## src/rtl/mbox_pkg.sv

```systemverilog
package mbox_pkg;
  localparam int ADDR_W = 3;

  typedef enum logic [1:0] {
    REG_CMD = 2'd0,
    REG_DAT = 2'd1,
    REG_EN  = 2'd2,
    REG_ST  = 2'd3
  } mbox_reg_e;

  // status bit positions
  localparam int ST_PEND = 0;
  localparam int ST_CONS = 1;
  localparam int ST_OVF  = 2;

  function automatic logic wr_hit(input logic sel, input logic we,
                                  input logic [ADDR_W-1:0] addr,
                                  input logic dir, input mbox_reg_e rg);
    return sel & we & (addr == {dir, rg});
  endfunction
endpackage

```

## src/rtl/mbox_dir.sv

```systemverilog
// One message direction: stored words, enables, trigger choice and flags.
module mbox_dir #(
  parameter int DATA_W = 32
) (
  input  logic              clk,
  input  logic              rst_n,
  input  logic              cmd_we,
  input  logic              dat_we,
  input  logic [DATA_W-1:0] msg_wdata,
  input  logic              en_we,
  input  logic [2:0]        en_val,     // {trigger, enable1, enable0}
  input  logic [2:0]        en_msk,
  input  logic [2:0]        st_clr,     // write-one-to-clear bits
  input  logic              cons_set,   // peer consumed our opposite message
  output logic [DATA_W-1:0] cmd_q,
  output logic [DATA_W-1:0] dat_q,
  output logic [1:0]        en_q,
  output logic              trig_q,
  output logic              pend_q,
  output logic              cons_q,
  output logic              ovf_q,
  output logic              consumed_evt
);
  logic accept;
  logic raise;

  assign accept       = ~pend_q;
  assign raise        = accept & (trig_q ? dat_we : cmd_we);
  assign consumed_evt = pend_q & st_clr[0];

  always_ff @(posedge clk or negedge rst_n) begin
    if (!rst_n) begin
      cmd_q  <= '0;
      dat_q  <= '0;
      en_q   <= '0;
      trig_q <= 1'b0;
      pend_q <= 1'b0;
      cons_q <= 1'b0;
      ovf_q  <= 1'b0;
    end else begin
      if (cmd_we && accept) cmd_q <= msg_wdata;
      if (dat_we && accept) dat_q <= msg_wdata;
      pend_q <= raise | (pend_q & ~st_clr[0]);
      cons_q <= cons_set | (cons_q & ~st_clr[1]);
      ovf_q  <= (pend_q & (cmd_we | dat_we)) | (ovf_q & ~st_clr[2]);
      if (en_we) begin
        for (int i = 0; i < 2; i++) begin
          if (en_msk[i]) en_q[i] <= en_val[i];
        end
        if (en_msk[2]) trig_q <= en_val[2];
      end
    end
  end
endmodule

```

## src/rtl/mbox_irq.sv

```systemverilog
// Registered interrupt for one receiving side.
module mbox_irq (
  input  logic       clk,
  input  logic       rst_n,
  input  logic [1:0] st,
  input  logic [1:0] en,
  output logic       irq
);
  always_ff @(posedge clk or negedge rst_n) begin
    if (!rst_n) irq <= 1'b0;
    else        irq <= |(st & en);
  end
endmodule

```

## src/rtl/ipc_mailbox.sv

```systemverilog
module ipc_mailbox
  import mbox_pkg::*;
#(
  parameter int DATA_W   = 32,
  parameter int TRIG_BIT = 8
) (
  input  logic              clk,
  input  logic              rst_n,
  input  logic              a_sel,
  input  logic              a_we,
  input  logic [2:0]        a_addr,
  input  logic [DATA_W-1:0] a_wdata,
  output logic [DATA_W-1:0] a_rdata,
  output logic              a_irq,
  input  logic              b_sel,
  input  logic              b_we,
  input  logic [2:0]        b_addr,
  input  logic [DATA_W-1:0] b_wdata,
  output logic [DATA_W-1:0] b_rdata,
  output logic              b_irq
);
  localparam int NDIR    = 2;
  localparam int MASK_SH = DATA_W / 2;

  logic [NDIR-1:0]   p_sel, p_we;
  logic [ADDR_W-1:0] p_addr  [NDIR];
  logic [DATA_W-1:0] p_wdata [NDIR];
  logic [DATA_W-1:0] p_rdata [NDIR];

  logic [DATA_W-1:0] cmd_q [NDIR];
  logic [DATA_W-1:0] dat_q [NDIR];
  logic [1:0]        en_q  [NDIR];
  logic [NDIR-1:0]   trig_q, pend_q, cons_q, ovf_q, cons_evt, irq_rx;

  assign p_sel      = {b_sel, a_sel};
  assign p_we       = {b_we, a_we};
  assign p_addr[0]  = a_addr;
  assign p_addr[1]  = b_addr;
  assign p_wdata[0] = a_wdata;
  assign p_wdata[1] = b_wdata;

  // direction d is sent by port d and received by the other port
  for (genvar d = 0; d < NDIR; d++) begin : g_dir
    localparam logic DIR = (d == 1);
    localparam int   OTH = NDIR - 1 - d;

    logic            hit_cmd, hit_dat;
    logic [NDIR-1:0] hit_en, hit_st;
    logic [DATA_W-1:0] en_src;
    logic [2:0]      en_val, en_msk, clr;

    assign hit_cmd = wr_hit(p_sel[d], p_we[d], p_addr[d], DIR, REG_CMD);
    assign hit_dat = wr_hit(p_sel[d], p_we[d], p_addr[d], DIR, REG_DAT);

    for (genvar p = 0; p < NDIR; p++) begin : g_port
      assign hit_en[p] = wr_hit(p_sel[p], p_we[p], p_addr[p], DIR, REG_EN);
      assign hit_st[p] = wr_hit(p_sel[p], p_we[p], p_addr[p], DIR, REG_ST);
    end

    // side A wins an enable write collision
    assign en_src = hit_en[0] ? p_wdata[0] : p_wdata[1];
    assign en_val = {en_src[TRIG_BIT], en_src[1:0]};
    assign en_msk = {en_src[MASK_SH+TRIG_BIT], en_src[MASK_SH+1:MASK_SH]};
    assign clr    = ({3{hit_st[0]}} & p_wdata[0][2:0])
                  | ({3{hit_st[1]}} & p_wdata[1][2:0]);

    mbox_dir #(.DATA_W(DATA_W)) u_dir (
      .clk          (clk),
      .rst_n        (rst_n),
      .cmd_we       (hit_cmd),
      .dat_we       (hit_dat),
      .msg_wdata    (p_wdata[d]),
      .en_we        (|hit_en),
      .en_val       (en_val),
      .en_msk       (en_msk),
      .st_clr       (clr),
      .cons_set     (cons_evt[OTH]),
      .cmd_q        (cmd_q[d]),
      .dat_q        (dat_q[d]),
      .en_q         (en_q[d]),
      .trig_q       (trig_q[d]),
      .pend_q       (pend_q[d]),
      .cons_q       (cons_q[d]),
      .ovf_q        (ovf_q[d]),
      .consumed_evt (cons_evt[d])
    );

    mbox_irq u_irq (
      .clk   (clk),
      .rst_n (rst_n),
      .st    ({cons_q[d], pend_q[d]}),
      .en    (en_q[d]),
      .irq   (irq_rx[d])
    );
  end

  assign a_irq = irq_rx[1];
  assign b_irq = irq_rx[0];

  always_comb begin
    for (int p = 0; p < NDIR; p++) begin
      logic      dsel;
      mbox_reg_e rg;
      dsel       = p_addr[p][ADDR_W-1];
      rg         = mbox_reg_e'(p_addr[p][1:0]);
      p_rdata[p] = '0;
      case (rg)
        REG_CMD: p_rdata[p] = cmd_q[dsel];
        REG_DAT: p_rdata[p] = dat_q[dsel];
        REG_EN: begin
          p_rdata[p][1:0]     = en_q[dsel];
          p_rdata[p][TRIG_BIT] = trig_q[dsel];
        end
        default: begin
          p_rdata[p][ST_PEND] = pend_q[dsel];
          p_rdata[p][ST_CONS] = cons_q[dsel];
          p_rdata[p][ST_OVF]  = ovf_q[dsel];
        end
      endcase
    end
  end

  assign a_rdata = p_rdata[0];
  assign b_rdata = p_rdata[1];
endmodule

```

## config.mk

```make
export PLATFORM = sky130hd
export DESIGN_NAME = ipc_mailbox
export DESIGN_NICKNAME = d
export VERILOG_FILES = /design/src/rtl/mbox_pkg.sv /design/src/rtl/mbox_dir.sv /design/src/rtl/mbox_irq.sv /design/src/rtl/ipc_mailbox.sv
export SDC_FILE = /design/constraint.sdc
export NUM_CORES = 1
export LEC_CHECK = 0
export BUFFER_PORTS_ARGS = -buffer_cell sky130_fd_sc_hd__buf_2
export CAP_MARGIN = 20
export CELL_PAD_IN_SITES_DETAIL_PLACEMENT = 1
export CELL_PAD_IN_SITES_GLOBAL_PLACEMENT = 1
export CORE_UTILIZATION = 42
export CTS_BUF_LIST = sky130_fd_sc_hd__clkbuf_2 sky130_fd_sc_hd__clkbuf_4 sky130_fd_sc_hd__clkbuf_8
export CTS_CLUSTER_DIAMETER = 50
export CTS_CLUSTER_SIZE = 25
export DETAILED_ROUTE_END_ITERATION = 10
export PLACE_DENSITY = 0.74
export SLEW_MARGIN = 20
export SYNTH_ARGS = -nofsm -noshare
export SYNTH_HDL_FRONTEND = slang
export SYNTH_SLANG_ARGS = --single-unit
```

## constraint.sdc

```tcl
create_clock -name clk -period 1.8 [get_ports clk]
set_input_delay 0.36 -clock clk [delete_from_list [all_inputs] [get_ports clk]]
set_output_delay 0.36 -clock clk [all_outputs]
set_load 0.05 [all_outputs]
```

==> out/qor.yml <==
met2_usage_pct: 48.1
required_ns: 1.44
p_total_mw: 13.6
start_kind: "flop"
synthesis.area_mm2: 0.00792
drc_errors: 0
hp-class: "in -> reg"
status: "finished with violations"
dr_total_vias: 6202
slowest_delay_ns: 0.47
cts_sinks: 142
grt_util_met1_pct: 36.1
crit_type: "reg -> out"
drt-initial-drc-count: 355
ys_ff_latch: 142
grt_max_degree: 51
multi_input_area_mm2: 0.00454
grt_pass1_vias: 6885
synth_top_area_share_pct: 44.9
die-area_mm2: 0.0194
syn_avg_cell_area_um2: 13.7
port_buffers: 141
synth_top_area_cell: "dfrtp_1"
clk_latency_ns: 0.46
clock_path_buffers: 2
drt-vias-per-instance: 5.97
areaGrowthSynthToFinish_pct: 40.1
worstMarginPinSlew_ns: 0.560
worst_slack_ns: -0.327
grt_use_met3_pct: 4.37
slew_headroom_pct: 62.7
finalHoldViolations: 0
clk_pin_slew_worst_paths_ns: 0.08
fin_tns_setup_ns: -13.15
hold_depth: 2
start_util_pct: 43.5
critPathCaptureType: "output pin"
busiest_layer: "met2"
track_usage_pct: 28.3
gp_congestion: 0.859
h-tree-depth: 4
crit_arrival_ns: 1.77
worstPathMaxFanout: 2
rsz0062_at_grt: "yes"
ir_drop_mv: 0.607
root_buffer: "clkbuf_8"
fin_crit_sh_pct: 118
hold_path_startpoint: "b_wdata[22]"
fin_crit_ns: 2.13
cts_tree: "built"
slew_violations: 0
antenna_found_initial: 2
crit_path_start: "g_dir[0].u_dir.en_q[1]"
finalWirelength_mm: 26.2
p_per_area_mw_per_mm2: 1220
syn-instance-count: 578
fin_nets: 872
synth_fp_nets: 654
fp.dieH_um: 139
final_cell_mix: "dfrtp_1 (141), mux2_2 (127), buf_4 (87)"
finalNonFillerCells: 1039
netlist-cell-type-count: 48
place_inst: 972
fin_skew_ns: 0.0101
seq_area_frac_synth_pct: 44.9
drtPass1Iterations: 5
r2r_cells: 5
p_leak_nw: 5.01
fill_cells: 1755
synth_warnings: 0
dp_hpwl_mm: 17.9
final_antenna_net_count: 0
max_cap_viol_count: 0
final_area_mm2: 0.0111
wire_per_inst_um: 25.2
async_flop_share_pct: 100
timing.fmax_mhz: 470
drive_above_1_share_pct: 67.7
grt_overflow: 0
numCtsBuffers: 17
die_w_um: 139
synth_ff_type: "dfrtp_1"
synth_edf_count: 0
core_area_mm2: 0.0182
ioPinCount: 142
rr_startpoint: "g_dir[1].u_dir.pend_q"
grt_pass1_wl_mm: 41.0
final_common_cell: "dfrtp_1"
rows: 49
crit_chain: "mux4_2 -> mux2_4 -> buf_6"
ff_latch_area_mm2: 0.00355
crit_path_top_delay_cell: "mux4_2"
yosys-top-cells-area: "dfrtp_1 (45%), mux2_2 (19%), mux4_2 (17%), nor2b_1 (2.5%), and2_1 (2.3%)"
violations: "setup timing"
place_area_mm2: 0.00977
setup-violations-final: 64
## layer usage
metal	wire (um)	part of all wire, %
met5	10	0.038
met2	13400	51
met4	687	2.6
met1	10800	41
met3	1290	4.9
## state kept, by name, indices dropped and copies added (netlist names)
register / count
g_dir.u_irq.irq: 2
g_dir.u_dir.trig_q: 2
g_dir.u_dir.ovf_q: 2
g_dir.u_dir.dat_q: 64
g_dir.u_dir.en_q: 4
g_dir.u_dir.cons_q: 2
g_dir.u_dir.cmd_q: 64
g_dir.u_dir.pend_q: 2
## worst max-delay path, delay by kind of cell (launching register included)
family                 cells  cell delay, ns
muxes                      2            0.74
DFF                        1            0.41
buffers and inverters      1            0.15
## final cells by class
class | count | share of cell area (%)
Sequential cell | 142 | 32.0
Timing Repair Buffer | 247 | 20.5
Tap cell | 229 | 2.58
Inverter | 7 | 0.237
Clock buffer | 22 | 2.73
Clock inverter | 10 | 0.981
Multi-Input combinational cell | 381 | 40.9
Antenna cell | 1 | 0.0225
## report_power, final
| group | internal (mW) | total [mW] | switching, mW |
|---|---|---|---|
| clock network | 1.41 | 2.69 | 1.28 |
| logic | 3.21 | 5.88 | 2.66 |
| registers | 4.20 | 5.01 | 0.804 |
## cell usage after synthesis, drive strengths merged (3+ instances only)
cell type and instances:
a21oi 5, a221oi 7, a22oi 4, a31oi 6, a32o 3, and2 30
and3 5, and3b 7, buf 30, clkbuf 18, dfrtp 142, inv 7
mux2 137, mux2i 5, mux4 59, nand2 5, nand2b 4, nand3 14
nand3b 3, nand4b 4, nor2 7, nor2b 32, nor3 8, o211ai 9
o21ai 5
## stage by stage
step | util [%] | hold slack [ns] | worst slack [ns]
CTS | 60.1 | 0.121 | -0.338
floorplan | - | 0.0644 | -0.136
global placement | 53.6 | 0.363 | -0.271
global route | 60.9 | 0.127 | -0.381
finish | 60.9 | 0.145 | -0.327
detailed placement | 53.6 | 0.357 | -0.327
## path summary, 6_finish.rpt
check / end / slack (ns)
min in group asynchronous: g_dir[0].u_dir.en_q[0] / 0.42
max in group asynchronous: g_dir[0].u_dir.dat_q[15] / 0.76
max: a_rdata[1] / -0.33
min: g_dir[1].u_dir.cmd_q[22] / 0.14
min reg2reg: g_dir[1].u_dir.cmd_q[25] / 0.53
max reg2reg: g_dir[1].u_dir.cmd_q[11] / 0.03
## cells by family (layout without fill, tap and decap cells)
family	Yosys count	after routing	share of synthesized area [%]
DFF	142	142	44.9
muxes	201	201	36.9
AOI/OAI and AO/OA	51	51	4.76
and+or+nand+nor	127	127	10.1
buffers and inverters	55	286	3.13
xor gates and xnor gates	2	2	0.221
other	0	1	0
## repair_timing
| item | in CTS | in global routing |
|---|---|---|
| endpoints found under the setup margin | 64 | 64 |
| buffers inserted | 16 | 17 |
| endpoints found under the hold margin | 44 | 0 |
| hold buffers | 1 | 0 |
| resized for setup | 197 | 7 |
| pin swaps | 34 | 4 |
(Power assumes the default switching activity.)
